File: src/rtl/man_bus_pkg.sv
package man_bus_pkg;

  localparam int unsigned CMD_W  = 14;
  localparam int unsigned BYTE_W = 8;
  localparam int unsigned LANE_W = 4;
  localparam int unsigned PULSE_W = $clog2(BYTE_W);

  localparam logic [3:0] OPC_CS_HI = 4'h0;
  localparam logic [3:0] OPC_CS_LO = 4'h1;
  localparam logic [3:0] OPC_CLK   = 4'h2;
  localparam logic [3:0] OPC_SH1   = 4'h8;
  localparam logic [3:0] OPC_SH2   = 4'h9;
  localparam logic [3:0] OPC_SH4   = 4'hA;

  typedef enum logic [1:0] {K_CSHI, K_CSLO, K_CLK, K_SHIFT} kind_e;
  typedef enum logic [1:0] {S_IDLE, S_CSW, S_LOW, S_HIGH} seq_st_e;

  typedef struct packed {
    logic               legal;
    kind_e              kind;
    logic [1:0]         lane_log;   // 0: one lane, 1: two, 2: four
    logic [PULSE_W-1:0] last_pulse; // pulses minus one
    logic               wr;
    logic [BYTE_W-1:0]  data;
  } prim_t;

  // symbol presented on the lanes for the current top of the shift register
  function automatic logic [LANE_W-1:0] lane_sym(logic [BYTE_W-1:0] tx, logic [1:0] ll);
    case (ll)
      2'd0:    lane_sym = {3'b000, tx[7]};
      2'd1:    lane_sym = {2'b00, tx[7:6]};
      default: lane_sym = tx[7:4];
    endcase
  endfunction

  function automatic logic [BYTE_W-1:0] tx_advance(logic [BYTE_W-1:0] tx, logic [1:0] ll);
    case (ll)
      2'd0:    tx_advance = {tx[6:0], 1'b0};
      2'd1:    tx_advance = {tx[5:0], 2'b00};
      default: tx_advance = {tx[3:0], 4'h0};
    endcase
  endfunction

  function automatic logic [BYTE_W-1:0] rx_advance(logic [BYTE_W-1:0] rx, logic [LANE_W-1:0] din,
                                                   logic [1:0] ll);
    case (ll)
      2'd0:    rx_advance = {rx[6:0], din[0]};
      2'd1:    rx_advance = {rx[5:0], din[1:0]};
      default: rx_advance = {rx[3:0], din[3:0]};
    endcase
  endfunction

endpackage

File: src/rtl/man_cmd_decode.sv
module man_cmd_decode
  import man_bus_pkg::*;
(
  input  logic [CMD_W-1:0] word,
  output prim_t            prim
);

  logic [3:0] opc;

  assign opc = word[11:8];

  always_comb begin
    prim            = '0;
    prim.wr         = word[13];
    prim.data       = word[7:0];
    prim.legal      = !word[12];
    prim.kind       = K_CLK;
    prim.lane_log   = 2'd0;
    prim.last_pulse = '0;
    case (opc)
      OPC_CS_HI: prim.kind = K_CSHI;
      OPC_CS_LO: prim.kind = K_CSLO;
      OPC_CLK:   prim.kind = K_CLK;
      OPC_SH1: begin
        prim.kind       = K_SHIFT;
        prim.lane_log   = 2'd0;
        prim.last_pulse = PULSE_W'(BYTE_W - 1);
      end
      OPC_SH2: begin
        prim.kind       = K_SHIFT;
        prim.lane_log   = 2'd1;
        prim.last_pulse = PULSE_W'(BYTE_W / 2 - 1);
      end
      OPC_SH4: begin
        prim.kind       = K_SHIFT;
        prim.lane_log   = 2'd2;
        prim.last_pulse = PULSE_W'(BYTE_W / 4 - 1);
      end
      default: prim.legal = 1'b0;
    endcase
  end

endmodule

File: src/rtl/man_cmd_hold.sv
module man_cmd_hold
  import man_bus_pkg::*;
(
  input  logic             clk,
  input  logic             rst_n,
  input  logic             cmd_in,
  input  logic [CMD_W-1:0] cmd_word,
  input  logic             ready,
  output logic             issue,
  output logic [CMD_W-1:0] issue_word,
  output logic             hold_full,
  output logic             overrun
);

  logic             hv_q, hv_d;
  logic [CMD_W-1:0] hw_q, hw_d;
  logic             ovf_q, ovf_d;
  logic             hw_en;

  assign issue      = ready && (hv_q || cmd_in);
  assign issue_word = hv_q ? hw_q : cmd_word;
  assign hold_full  = hv_q;
  assign overrun    = ovf_q;

  always_comb begin
    hv_d  = hv_q;
    hw_d  = hw_q;
    hw_en = 1'b0;
    ovf_d = ovf_q;
    if (ready && hv_q) begin
      // entry drains this edge; a new command takes its place
      hv_d = cmd_in;
      if (cmd_in) begin
        hw_d  = cmd_word;
        hw_en = 1'b1;
      end
    end else if (!ready && cmd_in) begin
      if (!hv_q) begin
        hv_d  = 1'b1;
        hw_d  = cmd_word;
        hw_en = 1'b1;
      end else begin
        ovf_d = 1'b1;
      end
    end
  end

  always_ff @(posedge clk or negedge rst_n) begin
    if (!rst_n) begin
      hv_q  <= 1'b0;
      hw_q  <= '0;
      ovf_q <= 1'b0;
    end else begin
      hv_q  <= hv_d;
      ovf_q <= ovf_d;
      if (hw_en) hw_q <= hw_d;
    end
  end

endmodule

File: src/rtl/man_line_seq.sv
module man_line_seq
  import man_bus_pkg::*;
#(
  parameter int unsigned SCK_HALF = 2
) (
  input  logic              clk,
  input  logic              rst_n,
  input  logic              issue,
  input  prim_t             prim,
  input  logic [LANE_W-1:0] din,
  output logic              busy,
  output logic              done,
  output logic              ill,
  output logic              cs_n,
  output logic              sck,
  output logic [LANE_W-1:0] dout,
  output logic [BYTE_W-1:0] rx
);

  localparam int unsigned TMR_W = (SCK_HALF > 1) ? $clog2(SCK_HALF) : 1;
  localparam logic [TMR_W-1:0] HALF_M1 = TMR_W'(SCK_HALF - 1);

  seq_st_e            st_q, st_d;
  logic [TMR_W-1:0]   tmr_q, tmr_d;
  logic [PULSE_W-1:0] cnt_q, cnt_d;
  logic               cs_q, cs_d;
  logic               sck_q, sck_d;
  logic [LANE_W-1:0]  dout_q, dout_d;
  logic [BYTE_W-1:0]  tx_q, tx_d;
  logic [BYTE_W-1:0]  rx_q, rx_d;
  logic [1:0]         lane_q, lane_d;
  logic               wr_q, wr_d;
  logic               sh_q, sh_d;
  logic               done_q, done_d;
  logic               ill_q, ill_d;
  logic [BYTE_W-1:0]  tx_nxt;
  logic               tmr_zero;

  assign tx_nxt   = tx_advance(tx_q, lane_q);
  assign tmr_zero = (tmr_q == '0);

  always_comb begin
    st_d   = st_q;
    tmr_d  = tmr_q;
    cnt_d  = cnt_q;
    cs_d   = cs_q;
    sck_d  = sck_q;
    dout_d = dout_q;
    tx_d   = tx_q;
    rx_d   = rx_q;
    lane_d = lane_q;
    wr_d   = wr_q;
    sh_d   = sh_q;
    done_d = 1'b0;
    ill_d  = ill_q;
    unique case (st_q)
      S_IDLE: begin
        if (issue) begin
          if (!prim.legal) begin
            ill_d = 1'b1;
          end else begin
            tmr_d = HALF_M1;
            unique case (prim.kind)
              K_CSHI: begin
                cs_d = 1'b1;
                st_d = S_CSW;
              end
              K_CSLO: begin
                cs_d = 1'b0;
                st_d = S_CSW;
              end
              K_CLK: begin
                st_d  = S_LOW;
                cnt_d = '0;
                sh_d  = 1'b0;
              end
              K_SHIFT: begin
                st_d   = S_LOW;
                cnt_d  = prim.last_pulse;
                lane_d = prim.lane_log;
                wr_d   = prim.wr;
                sh_d   = 1'b1;
                tx_d   = prim.data;
                dout_d = prim.wr ? lane_sym(prim.data, prim.lane_log) : '0;
              end
              default: st_d = S_IDLE;
            endcase
          end
        end
      end
      S_CSW: begin
        if (tmr_zero) begin
          st_d   = S_IDLE;
          done_d = 1'b1;
        end else begin
          tmr_d = tmr_q - 1'b1;
        end
      end
      S_LOW: begin
        if (tmr_zero) begin
          st_d  = S_HIGH;
          sck_d = 1'b1;
          tmr_d = HALF_M1;
          if (sh_q && !wr_q) rx_d = rx_advance(rx_q, din, lane_q);
        end else begin
          tmr_d = tmr_q - 1'b1;
        end
      end
      S_HIGH: begin
        if (tmr_zero) begin
          sck_d = 1'b0;
          if (cnt_q == '0) begin
            st_d   = S_IDLE;
            done_d = 1'b1;
            if (sh_q) dout_d = '0;
          end else begin
            cnt_d = cnt_q - 1'b1;
            st_d  = S_LOW;
            tmr_d = HALF_M1;
            if (sh_q) begin
              tx_d   = tx_nxt;
              dout_d = wr_q ? lane_sym(tx_nxt, lane_q) : '0;
            end
          end
        end else begin
          tmr_d = tmr_q - 1'b1;
        end
      end
      default: st_d = S_IDLE;
    endcase
  end

  always_ff @(posedge clk or negedge rst_n) begin
    if (!rst_n) begin
      st_q   <= S_IDLE;
      tmr_q  <= '0;
      cnt_q  <= '0;
      cs_q   <= 1'b1;
      sck_q  <= 1'b0;
      dout_q <= '0;
      tx_q   <= '0;
      rx_q   <= '0;
      lane_q <= 2'd0;
      wr_q   <= 1'b0;
      sh_q   <= 1'b0;
      done_q <= 1'b0;
      ill_q  <= 1'b0;
    end else begin
      st_q   <= st_d;
      tmr_q  <= tmr_d;
      cnt_q  <= cnt_d;
      cs_q   <= cs_d;
      sck_q  <= sck_d;
      dout_q <= dout_d;
      tx_q   <= tx_d;
      rx_q   <= rx_d;
      lane_q <= lane_d;
      wr_q   <= wr_d;
      sh_q   <= sh_d;
      done_q <= done_d;
      ill_q  <= ill_d;
    end
  end

  assign busy = (st_q != S_IDLE);
  assign done = done_q;
  assign ill  = ill_q;
  assign cs_n = cs_q;
  assign sck  = sck_q;
  assign dout = dout_q;
  assign rx   = rx_q;

endmodule

File: src/rtl/man_bus_engine.sv
module man_bus_engine
  import man_bus_pkg::*;
#(
  parameter int unsigned SCK_HALF = 2
) (
  input  logic              clk,
  input  logic              rst_n,
  input  logic              man_en,
  input  logic              mux_sel,
  input  logic              cmd_valid,
  input  logic [CMD_W-1:0]  cmd_word,
  input  logic              path_cs_n,
  input  logic              path_sck,
  input  logic [LANE_W-1:0] path_dout,
  input  logic [LANE_W-1:0] bus_din,
  output logic              bus_cs_n,
  output logic              bus_sck,
  output logic [LANE_W-1:0] bus_dout,
  output logic [BYTE_W-1:0] rd_data,
  output logic              busy,
  output logic              done,
  output logic              link_idle,
  output logic              ill_op,
  output logic              cmd_overrun
);

  logic              routed;
  logic              cmd_in;
  logic              issue;
  logic [CMD_W-1:0]  issue_word;
  logic              hold_full;
  logic              seq_busy;
  prim_t             prim;
  logic              eng_cs_n;
  logic              eng_sck;
  logic [LANE_W-1:0] eng_dout;

  assign routed = mux_sel && man_en;
  assign cmd_in = cmd_valid && routed;

  man_cmd_hold i_hold (
    .clk        (clk),
    .rst_n      (rst_n),
    .cmd_in     (cmd_in),
    .cmd_word   (cmd_word),
    .ready      (!seq_busy),
    .issue      (issue),
    .issue_word (issue_word),
    .hold_full  (hold_full),
    .overrun    (cmd_overrun)
  );

  man_cmd_decode i_dec (
    .word (issue_word),
    .prim (prim)
  );

  man_line_seq #(.SCK_HALF(SCK_HALF)) i_seq (
    .clk   (clk),
    .rst_n (rst_n),
    .issue (issue),
    .prim  (prim),
    .din   (bus_din),
    .busy  (seq_busy),
    .done  (done),
    .ill   (ill_op),
    .cs_n  (eng_cs_n),
    .sck   (eng_sck),
    .dout  (eng_dout),
    .rx    (rd_data)
  );

  always_comb begin
    if (!mux_sel) begin
      bus_cs_n = path_cs_n;
      bus_sck  = path_sck;
      bus_dout = path_dout;
    end else if (man_en) begin
      bus_cs_n = eng_cs_n;
      bus_sck  = eng_sck;
      bus_dout = eng_dout;
    end else begin
      bus_cs_n = 1'b1;
      bus_sck  = 1'b0;
      bus_dout = '0;
    end
  end

  assign busy      = seq_busy;
  assign link_idle = !seq_busy && !hold_full;

endmodule


File: config.mk
export PLATFORM = sky130hd
export DESIGN_NAME = man_bus_engine
export DESIGN_NICKNAME = d
export VERILOG_FILES = /design/src/rtl/man_bus_pkg.sv /design/src/rtl/man_cmd_decode.sv /design/src/rtl/man_cmd_hold.sv /design/src/rtl/man_line_seq.sv /design/src/rtl/man_bus_engine.sv
export SDC_FILE = /design/constraint.sdc
export NUM_CORES = 1
export LEC_CHECK = 0
export CORE_UTILIZATION = 45
export DETAILED_ROUTE_END_ITERATION = 10
export PLACE_DENSITY = 0.67
export SLEW_MARGIN = 0
export SYNTH_ARGS = -nofsm -noshare
export SYNTH_HDL_FRONTEND = slang
export SYNTH_HIERARCHICAL = 1
export SYNTH_SLANG_ARGS = --single-unit
File: constraint.sdc
create_clock -name clk -period 7.8 [get_ports clk]
set_clock_uncertainty 0.15 [all_clocks]
set_input_delay 0.78 -clock clk [delete_from_list [all_inputs] [get_ports clk]]
set_output_delay 0.78 -clock clk [all_outputs]
set_load 0.01 [all_outputs]
## After elaboration in Yosys (flattened, before gate mapping)

Cells that the tools add are included.
Widths: inputs -> output; s select.

| word-level totals | value |
|---|---|
| flip-flop bits (word level) | 49 |
| bits of input ports | 29 |
| memory bits (writable) | 0 |
| memories | 0 |
| logic and storage cells | 155 |
| bits in read-only memories | 0 |
| latch bits | 0 |

| cells by class | value |
|---|---|
| shift-type cells | 0 |
| add/sub/neg operators | 2 |
| reduce and logical (&&, ||, !) cells | 41 |
| $lt $le $gt $ge | 0 |
| bitwise operators | 3 |
| muxes and demuxes | 70 |
| div/mod/pow operators | 0 |
| $mul | 0 |
| equal/unequal tests | 23 |

Operators with widths:

| cell | count |
|---|---|
| $mux 14 | 4 |
| $mux 4 | 11 |
| $mux 7 | 6 |
| $pmux 8 s2 | 2 |
| $pmux 4 s2 | 3 |
| $mux 1 | 22 |
| $pmux 5 s3 | 1 |
| $reduce_and 3->1 | 5 |
| $pmux 7 s2 | 1 |
| $eq 4x4->1 const B | 3 |
| $mux 2 | 6 |
| $mux 3 | 4 |
| $ne 2x2->1 const B | 6 |
| $pmux 3 s2 | 2 |
| $reduce_and 4->1 | 3 |
| $reduce_and 6->1 | 2 |
| $reduce_bool 2->1 | 6 |
| $eq 2x1->1 const B | 4 |
| $eq 2x2->1 const B | 4 |
| $logic_not 2->1 | 4 |
| $pmux 1 s2 | 4 |
| $pmux 2 s4 | 1 |
| $logic_and 1x1->1 | 7 |
| $reduce_and 7->1 | 1 |
| 19 further kinds | 27 |

## Longest topological paths before layout

| logic depth | value |
|---|---|
| word-level depth | 10 |
| gate-level depth with buffers | 10 |
| depth with buffers taken out | 10 |

## Hierarchy

Netlist, hierarchy kept.

Modules (own cells, without submodules):

| module | cells an instance | area an instance (sq um) | times used | seq. area each (sq um) |
|---|---|---|---|---|
| man_line_seq | 201 | 1968.1 | 1 | 827.0 |
| man_cmd_hold | 54 | 849.6 | 1 | 400.4 |
| man_cmd_decode | 20 | 145.1 | 1 | 0.0 |
| man_bus_engine | 21 | 107.6 | 1 | 0.0 |

## Worst setup path after synthesis

No wires, ideal clock.

| timing | value |
|---|---|
| kind | reg2reg |
| from | register i_hold.hv_q, in the netlist i_hold/hold_full |
| to | register i_seq.tx_q[0] |
| stages on the path, launching flop included | 9 |
| setup slack | 4.957 ns |
| period minus slack after synthesis | 2.843 ns |
| data arrival time | 2.568 ns |
| buffers on the path | 2 |
| cell sequence | dfrtp_1 buf_6 buf_2 mux2_2 a211oi_1 a21boi_2 a21oi_4 nor3b_4 mux2_2 |

RTL lines:

| item | line | RTL |
|---|---|---|
| start: declaration | man_cmd_hold.sv:15 | `logic hv_q, hv_d;` |
| start signal: assignment | man_cmd_hold.sv:54 | `hv_q <= hv_d;` |
| end signal: assignment | man_line_seq.sv:155 | `tx_q <= tx_d;` |
| end: declaration | man_line_seq.sv:29 | `logic [BYTE_W-1:0] tx_q, tx_d;` |

==> results.sh <==
export IMPL_max_cap_violations=0
export IMPL_core_area_um2=6459
export IMPL_cp_depth=6
export IMPL_end_kind="flip-flop"
export IMPL_insertion_delay_ns=0.31
export IMPL_syn_area_per_cell_um2=10.37
export IMPL_syn2layout_area_growth_pct=17.64
export IMPL_cts_tree="yes"
export IMPL_holdBufCountCts=0
export IMPL_layout_cells_most_common="dfrtp_1"
export IMPL_power_internal_mw=0.8250
export IMPL_hold_viol_final=0
export IMPL_die_w_um=84.60
export IMPL_drive_gt1_share_pct=19.64
export IMPL_cts_buffers=5
export IMPL_grt_pass1_vias=2170
export IMPL_ys_warn_count=6
export IMPL_clock_sinks=49
export IMPL_p_clk_share_pct=14.0
export IMPL_synth_seq_cells=49
export IMPL_ios=48
export IMPL_switching_share_pct=38.25
export IMPL_rows=29
export IMPL_hp_start="i_seq/ill"
export IMPL_p_sw_mw=0.5111
export IMPL_path_cells="mux2_2, a211oi_1, a21boi_2, a21oi_4, nor3b_4, mux2_2"
export IMPL_max_freq_mhz=288.8
export IMPL_cp_required_ns=7.85
export IMPL_critPathKind="flip-flop to flip-flop"
export IMPL_tightestPinTransition_ns=1.010
export IMPL_ir_worst_vdd_mv=0.1824
export IMPL_ys_types=50
export IMPL_cp_top_family="compound AO/OA/AOI/OAI gates"
export IMPL_clock_path_buffers=2
export IMPL_seq_area_frac_synth_pct=39.98
export IMPL_syn_nets=332
export IMPL_max_slew_margin_pct=32.64
export IMPL_worstHoldPathCells=1
export IMPL_cp_data_arrival_time_ns=3.51
export IMPL_r2r_start="i_hold/hold_full"
export IMPL_cp_common_cell="mux2_2"
export IMPL_powerDensity_nw_per_um2=369.9
export IMPL_place_area_um2=3497
export IMPL_drc=0
export IMPL_io_buffers=47
export IMPL_setup_viol=0
export IMPL_synth_area_um2=3070
export IMPL_h_tree_depth=2
export IMPL_post_cts_repair_setup_buffers=0
export IMPL_crit_slowest_cell="dfrtp_1"
export IMPL_synth_edff_count=0
export IMPL_initial_core_util_pct=47.54
export IMPL_gp_congestion=0.7573
export IMPL_gr_usage_all_layers_pct=18.87
export IMPL_rsz0062_at_grt="no"
export IMPL_async_reset_ff_share_pct=100.0
export IMPL_finalSetupTns_ns=0
export IMPL_clock_root_buffer="clkbuf_8"
export IMPL_drtPass1Iterations=6
export IMPL_outcome="complete, no violations"
export IMPL_startpoint_type="flip-flop"
export IMPL_path_clk_slew_ns=0.09
export IMPL_finalCritPeriodShare_pct=44.39
export IMPL_dp_cells=400
export IMPL_vias_per_cell=5.348
export IMPL_grt_ovfl_total=0
export IMPL_routedWlPerCell_um=15.37
export IMPL_mostFrequentLayoutCells="48 x dfrtp_1, 46 x clkdlybuf4s50_1, 33 x mux2_2"
export IMPL_ant_nets=0
export IMPL_grt_max_degree=50
export IMPL_fp_dieH_um=84.60
export IMPL_synth_cells=296
export IMPL_cp_max_fo=19
export IMPL_routed_via_count=2182
export IMPL_seqCellArea_um2=1227
export IMPL_multiInputGateArea_um2=1614
export IMPL_fillers=592
export IMPL_combPwrFrac_pct=49.7
export IMPL_fin_crit_ns=3.462
export IMPL_drt_initial_drc_count=112
export IMPL_stdcell_area_um2=3612
export IMPL_wirelength_um=6271
export IMPL_r2r_worst_path_cells=6
export IMPL_hp_class="flip-flop to flip-flop"
export IMPL_leakage_nw=1.559
export IMPL_dieArea_um2=7157
export IMPL_antenna_found_initial=0
export IMPL_cts_resized_gates=0
export IMPL_final_max_slew_violation_count=0
export IMPL_max_stage_delay_ns=0.92
export IMPL_crit_start="i_hold/hold_full"
export IMPL_synth_ff_type="dfrtp_1"
export IMPL_antenna_cells=0
export IMPL_final_nets=366
export IMPL_layout_cells_non_filler=408
export IMPL_power_frac_seq_pct=36.3
export IMPL_crit_buf_inv=0
export IMPL_grt_pass1_wl_um=10790
export IMPL_hpwl_um=4461
## sequential cells by signal (all words and copies together) (netlist names)
signal,cells
i_hold/hold_full,1
i_hold/hw_q,14
i_hold/overrun,1
i_seq/cnt_q,3
i_seq/cs_n,1
i_seq/done,1
i_seq/dout,4
i_seq/ill,1
i_seq/lane_q,2
i_seq/rx,8
i_seq/sck,1
i_seq/sh_q,1
i_seq/st_q,2
i_seq/tmr_q,1
i_seq/tx_q,7
i_seq/wr_q,1
## metrics by stage
step | worst slack (ns) | utilization, % | power, mW | hold slack [ns]
after global routing | 4.150 | 55.93 | 1.442 | 0.3672
after CTS | 4.331 | 55.93 | 1.348 | 0.3401
after detailed placement | 4.196 | 54.15 | 1.153 | 0.3172
after floorplan | 4.957 | - | 0.9918 | 0.3085
after global placement | 4.282 | 54.15 | 1.139 | 0.3074
final | 4.338 | 55.93 | 1.336 | 0.3297
## kinds of logic after synthesis
| logic type | synth area share [%] |
|---|---|
| fa+ha+maj | 3.178 |
| simple gates | 13.45 |
| flops | 39.98 |
| xor+xnor | 0.8966 |
| buf+inv | 7.457 |
| compound gates | 12.10 |
| mux | 22.94 |
## worst reg2reg max path, stage by stage, from the launching register on
cell and delay [ns]:
dfrtp_1 0.92, mux2_2 0.48, a211oi_1 0.59, a21boi_2 0.17, a21oi_4 0.23, nor3b_4 0.43
mux2_2 0.39
## layer usage
layer  global-route usage [%]  up-vias  part of all wire (%)
li1                         -     1093                     -
met1                    27.53     1040                    51
met2                    28.68       40                    44
met3                    3.343        9                   3.5
met4                    5.547        0                   1.3
met5                        0        -                     0
## area by class of cell
type                            instances  share of cell area, %
Clock buffer                            5                  1.905
Clock inverter                          3                  1.282
Inverter                               23                  2.390
Multi-Input combinational cell        203                  44.68
Sequential cell                        49                  33.98
Tap cell                               77                  2.667
Timing Repair Buffer                   48                  13.09
## power groups by stage
stage | combinational [mW] | clock (mW) | sequential (mW)
after detailed placement | 0.664 | 0 | 0.489
after global routing | 0.733 | 0.202 | 0.508
final | 0.664 | 0.188 | 0.485
after floorplan | 0.546 | 0 | 0.446
after CTS | 0.668 | 0.194 | 0.485
after global placement | 0.652 | 0 | 0.487
## final timing paths
path,endpoint,slack (ns)
min in group asynchronous,i_hold/hw_q[8],0.42
max reg2reg,i_seq/tx_q[2],4.34
min,i_seq/ill,0.33
max,i_seq/tx_q[2],4.34
min reg2reg,i_seq/ill,0.33
max in group asynchronous,i_hold/hw_q[13],6.65
## cell usage after synthesis (all sizes together) (7+ instances only)
master   n  share of area [%]
nor2    16                2.0
o21ai   22                3.6
a21oi   14                2.6
nand2   20                2.7
inv     23                2.8
ha       7                2.9
nand3    9                1.5
buf     16                4.0
dfrtp   48                 39
nor2b    7                1.4
mux2i   16                5.2
mux2    45                 18
(Power assumes the default switching activity.)
